### src/rtl/inorder_resp_buffer.sv
module inorder_resp_buffer #(
  parameter int TAG_W = 6,
  parameter int DEPTH = 16,
  parameter int QSIZE = 4,
  parameter int OCC   = 3
) (
  input  logic             clk,
  input  logic             rst_n,
  input  logic             iss_valid,
  input  logic [1:0]       iss_type,
  input  logic [TAG_W-1:0] iss_tag,
  input  logic             iss_eok,
  input  logic             iss_lanes_zero,
  output logic             iss_ready,
  input  logic             cred_avail,
  output logic             cred_take,
  output logic             cred_ret,
  input  logic             rsp_valid,
  input  logic [TAG_W-1:0] rsp_tag,
  output logic             rsp_err,
  input  logic             rf_ok,
  output logic             ret_valid,
  output logic [TAG_W-1:0] ret_tag,
  output logic [1:0]       ret_type,
  output logic             ovf
);
  localparam int PTR_W = $clog2(DEPTH);
  localparam int CNT_W = $clog2(DEPTH + 1);
  localparam int QC_W  = $clog2(QSIZE + 1);
  localparam int OCC_W = $clog2(OCC + 1);
  localparam logic [1:0] K_LD = 2'd0, K_ST = 2'd1, K_AT = 2'd2, K_SY = 2'd3;

  logic [DEPTH-1:0] e_vld, e_done, hit;
  logic [TAG_W-1:0] e_tag [DEPTH];
  logic [1:0]       e_typ [DEPTH];
  logic [PTR_W-1:0] head, tail;
  logic [CNT_W-1:0] count;
  logic [QC_W-1:0]  rd_cnt, st_cnt;
  logic [OCC_W-1:0] bus_cnt;

  wire iss_rd  = (iss_type == K_LD) || (iss_type == K_AT);
  wire iss_st  = (iss_type == K_ST);
  wire need_e  = !((iss_type == K_SY) && iss_eok);
  wire full    = (count == CNT_W'(DEPTH));
  wire rd_stop = iss_rd && (rd_cnt >= QC_W'(QSIZE));
  wire st_stop = iss_st && (st_cnt >= QC_W'(QSIZE));

  assign iss_ready = cred_avail && !rd_stop && !st_stop && !(need_e && full);
  wire   fire      = iss_valid && iss_ready;
  wire   alloc     = fire && need_e;
  assign cred_take = fire;
  assign cred_ret  = fire && iss_lanes_zero && (iss_type != K_SY);
  assign ovf       = iss_valid && need_e && full;

  genvar gi;
  generate
    for (gi = 0; gi < DEPTH; gi++) begin : g_match
      assign hit[gi] = e_vld[gi] && (e_tag[gi] == rsp_tag);
    end
  endgenerate
  assign rsp_err = rsp_valid && (hit == '0);

  wire head_rd = (e_typ[head] == K_LD) || (e_typ[head] == K_AT);
  wire head_st = (e_typ[head] == K_ST);
  assign ret_valid = e_vld[head] && e_done[head] && (bus_cnt == '0) && (!head_rd || rf_ok);
  assign ret_tag   = e_tag[head];
  assign ret_type  = e_typ[head];

  function automatic logic [PTR_W-1:0] nxt(input logic [PTR_W-1:0] p);
    return (p == PTR_W'(DEPTH - 1)) ? '0 : p + 1'b1;
  endfunction

  always_ff @(posedge clk) begin
    if (!rst_n) begin
      e_vld   <= '0;
      e_done  <= '0;
      for (int i = 0; i < DEPTH; i++) begin
        e_tag[i] <= '0;
        e_typ[i] <= '0;
      end
      head    <= '0;
      tail    <= '0;
      count   <= '0;
      rd_cnt  <= '0;
      st_cnt  <= '0;
      bus_cnt <= '0;
    end else begin
      for (int i = 0; i < DEPTH; i++)
        if (rsp_valid && hit[i]) e_done[i] <= 1'b1;
      if (ret_valid) begin
        e_vld[head] <= 1'b0;
        head        <= nxt(head);
      end
      if (alloc) begin
        e_vld[tail]  <= 1'b1;
        e_done[tail] <= 1'b0;
        e_tag[tail]  <= iss_tag;
        e_typ[tail]  <= iss_type;
        tail         <= nxt(tail);
      end
      count  <= count + CNT_W'(alloc) - CNT_W'(ret_valid);
      rd_cnt <= rd_cnt + QC_W'(fire && iss_rd) - QC_W'(ret_valid && head_rd);
      st_cnt <= st_cnt + QC_W'(fire && iss_st) - QC_W'(ret_valid && head_st);
      if (ret_valid)           bus_cnt <= OCC_W'(OCC - 1);
      else if (bus_cnt != '0)  bus_cnt <= bus_cnt - 1'b1;
    end
  end

  assert_rd_cap_R3: assert property (@(posedge clk) disable iff (!rst_n)
    int'(rd_cnt) <= QSIZE);
  assert_st_cap_R4: assert property (@(posedge clk) disable iff (!rst_n)
    int'(st_cnt) <= QSIZE);
  assert_inflight_tracked_R8: assert property (@(posedge clk) disable iff (!rst_n)
    int'(rd_cnt) + int'(st_cnt) <= int'(count));
  assert_bus_hold_R9: assert property (@(posedge clk) disable iff (!rst_n)
    (OCC > 1 && ret_valid) |=> !ret_valid);
  assert_retire_frees_R1: assert property (@(posedge clk) disable iff (!rst_n)
    (ret_valid && !alloc) |=> (count == $past(count) - 1'b1));
  assert_no_overflow_R11: assert property (@(posedge clk) disable iff (!rst_n)
    ovf |-> !fire);
endmodule

### config.mk
export PLATFORM = sky130hd
export DESIGN_NAME = inorder_resp_buffer
export DESIGN_NICKNAME = d
export VERILOG_FILES = /design/src/rtl/inorder_resp_buffer.sv
export SDC_FILE = /design/constraint.sdc
export NUM_CORES = 1
export LEC_CHECK = 0
export BUFFER_PORTS_ARGS = -buffer_cell sky130_fd_sc_hd__clkbuf_2
export CAP_MARGIN = 20
export CORE_MARGIN = 8
export CORE_UTILIZATION = 35
export CTS_CLUSTER_DIAMETER = 60
export DETAILED_ROUTE_END_ITERATION = 7
export PLACE_DENSITY_LB_ADDON = 0.05
export SLEW_MARGIN = 20
export SYNTH_ARGS = -nofsm -noshare
export SYNTH_HDL_FRONTEND = slang
export SYNTH_SLANG_ARGS = --single-unit
### constraint.sdc
create_clock -name clk -period 8.7 [get_ports clk]
set_input_delay 1.74 -clock clk [delete_from_list [all_inputs] [get_ports clk]]
set_output_delay 1.74 -clock clk [all_outputs]
set_load 0.05 [all_outputs]
* After elaboration in Yosys (flattened, before gate mapping)
Memory sizes are Yosys's and may differ from the RTL's. A register that Yosys moved wholly into a read port is not among the register bits.
Index checks and enable logic that the tools add are counted.
Widths: inputs -> output; s select.
** Word-level totals
- Word-level logic and storage cells :: 191
- RAM bits :: 128
- Memories :: 2
- Output and inout port bits :: 14
- Bits in registers :: 53
** Memory list
- e_tag :: words 16, width 6, rd ports 17, clocked after memory_dff 1, write ports 16, RTL line 34 : logic [TAG_W-1:0] e_tag [DEPTH];
- e_typ :: words 16, width 2, rd ports 1, clocked after memory_dff 1, write ports 16, RTL line 35 : logic [1:0] e_typ [DEPTH];
** Cells by class
- $add $sub $neg :: 9
- Reductions and logical operators :: 72
- Muxes and demuxes :: 62
- Bitwise operators :: 6
- Order comparisons :: 6
- Equality and inequality tests :: 25
** Operator list (count)
- $eq 6x6->1 :: 16
- $mux 16 :: 4
- $logic_and 1x1->1 :: 55
- $mux 1 :: 42
- $and 16x16->16 :: 2
- $mux 4 :: 8
- $not 16->16 :: 2
- $logic_not 16->1 :: 1
- $or 16x16->16 :: 1
- $lt 4x5->1 const B :: 2
- $add 4x1->4 const B :: 2
- $bmux 1 s4 :: 2
- $demux 1 s4 :: 2
- $eq 4x4->1 const B :: 2
- $ge 4x1->1 const B :: 2
- $add 3x1->3 :: 2
- $eq 2x2->1 const B :: 3
- $ge 3x3->1 const B :: 2
- $logic_not 2->1 :: 3
- $mux 2 :: 3
- $mux 6 :: 1
- $reduce_or 6->1 :: 1
- $sub 3x1->3 :: 2
- $add 5x1->5 :: 1
- 10 further kinds :: 19

* Logic depth before layout (Yosys ltp)
- Depth after elaboration :: 14
- Mapped depth :: 15

* Least setup slack after synthesis
OpenSTA, ideal clock, no wires.
- Path type :: input-to-output
- Start :: input port rsp_tag[4]
- End :: output port rsp_err
- Stages :: 8
- Data required time :: 6.960 ns
- Path buffers :: 2
- Slack :: 2.727 ns
- Data arrival time :: 4.233 ns
- Cells stage by stage :: buf_2 > buf_2 > xnor2_1 > nand4_1 > nor4_1 > nor4_1 > nand3_1 > nor4bb_1
** On the way
- Longest elaborated chain between the ends :: 4
** RTL lines
- start, declared :: RTL line 19 : input logic [TAG_W-1:0] rsp_tag,
- $eq 6x6->1 :: RTL line 58 : assign hit[gi] = e_vld[gi] && (e_tag[gi] == rsp_tag);
- $logic_and 1x1->1 :: RTL line 58
- $logic_not 16->1 (*) :: RTL line 61 : assign rsp_err = rsp_valid && (hit == '0);
- $logic_and 1x1->1 (*) :: RTL line 61
- end, declared :: RTL line 20 : output logic rsp_err,
Every way passes the cells marked *; elsewhere a longest branch is shown, timed or not.

* Final worst setup path
- Start :: input port rsp_tag[2]
- End :: output port rsp_err
Same word-level chain as after synthesis.

==> impl_metrics.tcl <==
set metrics [dict create \
    status "complete, no violations" \
    clkSinkCount 185 \
    layout_common_cells "and2_1, edfxtp_1, nand2_1, xnor2_1, dfxtp_1" \
    grt_usage_pct 18.2 \
    arrival_ns 3.98 \
    die_x_um 184 \
    crit_fanout 16 \
    htreeDepth 4 \
    drt_iter0_drc 413 \
    die_area_mm2 0.0338 \
    synth-seq-area-share_pct 50.5 \
    clkLatencyLatePin_ns 0.43 \
    fin_crit_ns 5.72 \
    yosys_warnings 0 \
    min_path_type "reg -> reg" \
    grt_pass1_vias 6527 \
    core_area_mm2 0.0278 \
    dp_hpwl_um 21700 \
    synth_area_mm2 0.00986 \
    gr-total-overflow 0 \
    synth_top_cell_area_share_pct 39.0 \
    syn_area_per_cell_um2 11.9 \
    post_cts_buffers 0 \
    synth_seq_cells 185 \
    fillers 2696 \
    numPortBuffers 35 \
    globalplace.congestion 0.849 \
    num_rows 61 \
    utilization_pct 39.1 \
    total_power_w 0.00198 \
    grt_first_pass_wirelength_um 44000 \
    grt_max_degree 40 \
    async_flop_share_pct 0 \
    drv_slew 0 \
    nets 873 \
    layout-drive-gt1-share_pct 15.9 \
    ctsResizeCount 0 \
    maxCapViolations 0 \
    routed_via_density 5.18 \
    final_common_cell "and2_1" \
    drtAntennaViolNets 0 \
    rsz0062_at_grt "no" \
    die_h_um 184 \
    synthFlopType "edfxtp_1" \
    cellLeakagePower_nw 3.95 \
    powerDensity_mw_per_mm2 182 \
    wl_um 30100 \
    fin_crit_sh_pct 65.8 \
    start_kind "input port" \
    relSlewSlack_pct 41.2 \
    synth_nets 875 \
    setup-violations-final 0 \
    clk_pin_slew_ns 0.07 \
    dr.pass1.iters 4 \
    synth_area_leaders "edfxtp_1, dfxtp_1, mux4_2" \
    max_freq_mhz 175 \
    path_class "in -> out" \
    postCtsHoldBufs 0 \
    fin_skew_ns 0.0159 \
    hold_violations 0 \
    worst_pin_slew_ns 0.874 \
    rrSetupSlack_ns 4.59 \
    cts-root-buf "clkbuf_16" \
    min_to "e_done[14]$_SDFF_PN0_" \
    ios 36 \
    worstReg2RegStart "head[1]$_SDFFE_PN0N_" \
    synth_top_area_cell "edfxtp_1" \
    ctsLongestPathBuffers 2 \
    endpoint_kind "output pin" \
    via_count 6324 \
    synth-edff-count 128 \
    fin_tns_setup_ns 0 \
    hp-start "e_done[14]$_SDFF_PN0_" \
    vdd_drop_max_v 0.0000868 \
    cts_buffers 17 \
    cts_tree "built" \
    reg2reg_to "count[4]$_SDFF_PN0_" \
    wl_per_cell_um 24.6 \
    start_util_pct 35.5 \
    rr_worst_depth 13 \
    drc 0 \
    areaGrowthSynthToFinish_pct 10.1 \
    syn_inst 832 \
    critPathRequiredTime_ns 6.96 \
    min_path_cells 2 \
    antenna_found_initial 1 \
    synth_cell_types 54 \
]
==> area by class of cell <==
type / count / area (µm²) / area share, %
Sequential cell: 185 / 4990 / 45.9
Multi-Input combinational cell: 569 / 4550 / 41.9
Clock buffer: 21 / 483 / 4.45
Tap cell: 378 / 473 / 4.35
Timing Repair Buffer: 38 / 198 / 1.82
Clock inverter: 11 / 100 / 0.921
Inverter: 19 / 71.3 / 0.657
Antenna cell: 1 / 2.50 / 0.0230
==> worst max path at each step <==
stage	start	to	slack (ns)
after global placement	rsp_tag[2]	rsp_err	2.99
after CTS	rsp_tag[3]	rsp_err	2.97
final	rsp_tag[2]	rsp_err	2.98
after detailed placement	rsp_tag[3]	rsp_err	2.98
after floorplan	rsp_tag[4]	rsp_err	2.73
after global routing	rsp_tag[2]	rsp_err	2.89
==> synth_stat cells (19+ instances only) <==
cell / instances
a21oi_1: 37
and2_1: 140
and3_1: 19
clkbuf_1: 36
dfxtp_1: 57
edfxtp_1: 128
mux4_2: 41
nand2_1: 60
nor2_1: 36
nor4_1: 19
xnor2_1: 57
xor2_1: 50
==> routing by layer <==
layer / track usage (%) / vias to the layer above / part of all wire, %
met1: 23.7 / 3217 / 45
met4: 5.10 / 2 / 1.7
met3: 2.85 / 29 / 3.7
met2: 30.8 / 144 / 49
met5: 0 / - / 0.043
li1: - / 2932 / -
==> stage by stage <==
step,std cells,hold WS [ns],cell area (µm²),worst slack [ns]
after floorplan,832,0.428,9860,2.73
after global placement,1189,0.450,10300,2.99
after detailed placement,1189,0.457,10300,2.98
after CTS,1221,0.473,10900,2.97
after global routing,1221,0.496,10900,2.89
final,1222,0.472,10900,2.98
==> critical path: stages <==
cell	delay (ns)
clkbuf_2	0.49
xnor2_1	0.16
nand4_1	0.12
nor4_1	0.08
nor4_1	0.33
nand3_1	0.13
nor4bb_1	0.54
clkbuf_2	0.38
==> state kept, by name, summed over array words and instances (netlist names), named ones only <==
register  flops
e_tag        96
e_typ        32
e_done       16
e_vld        16
count         5
head          4
tail          4
rd_cnt        3
st_cnt        3
bus_cnt       2
==> kinds of logic (layout without fill, tap and decap cells) <==
| group | Yosys count | in the layout | synth area share (%) |
|---|---|---|---|
| other | 0 | 1 | 0 |
| muxes | 49 | 49 | 10.4 |
| and+or+nand+nor | 333 | 333 | 19.4 |
| buffers and inverters | 78 | 89 | 3.35 |
| adders and majority gates | 21 | 21 | 2.89 |
| xor gates and xnor gates | 107 | 107 | 9.50 |
| DFF | 185 | 185 | 50.5 |
| AOI/OAI and AO/OA | 59 | 59 | 4.00 |
==> report_power, final <==
part / switching [W] / total (W) / internal, W
clock: 0.000368 / 0.000781 / 0.000412
combinational: 0.000132 / 0.000202 / 0.0000693
sequential: 0.0000272 / 0.000999 / 0.000972
total: 0.000528 / 0.00198 / 0.00145
Power figures use the tool's default switching activity.
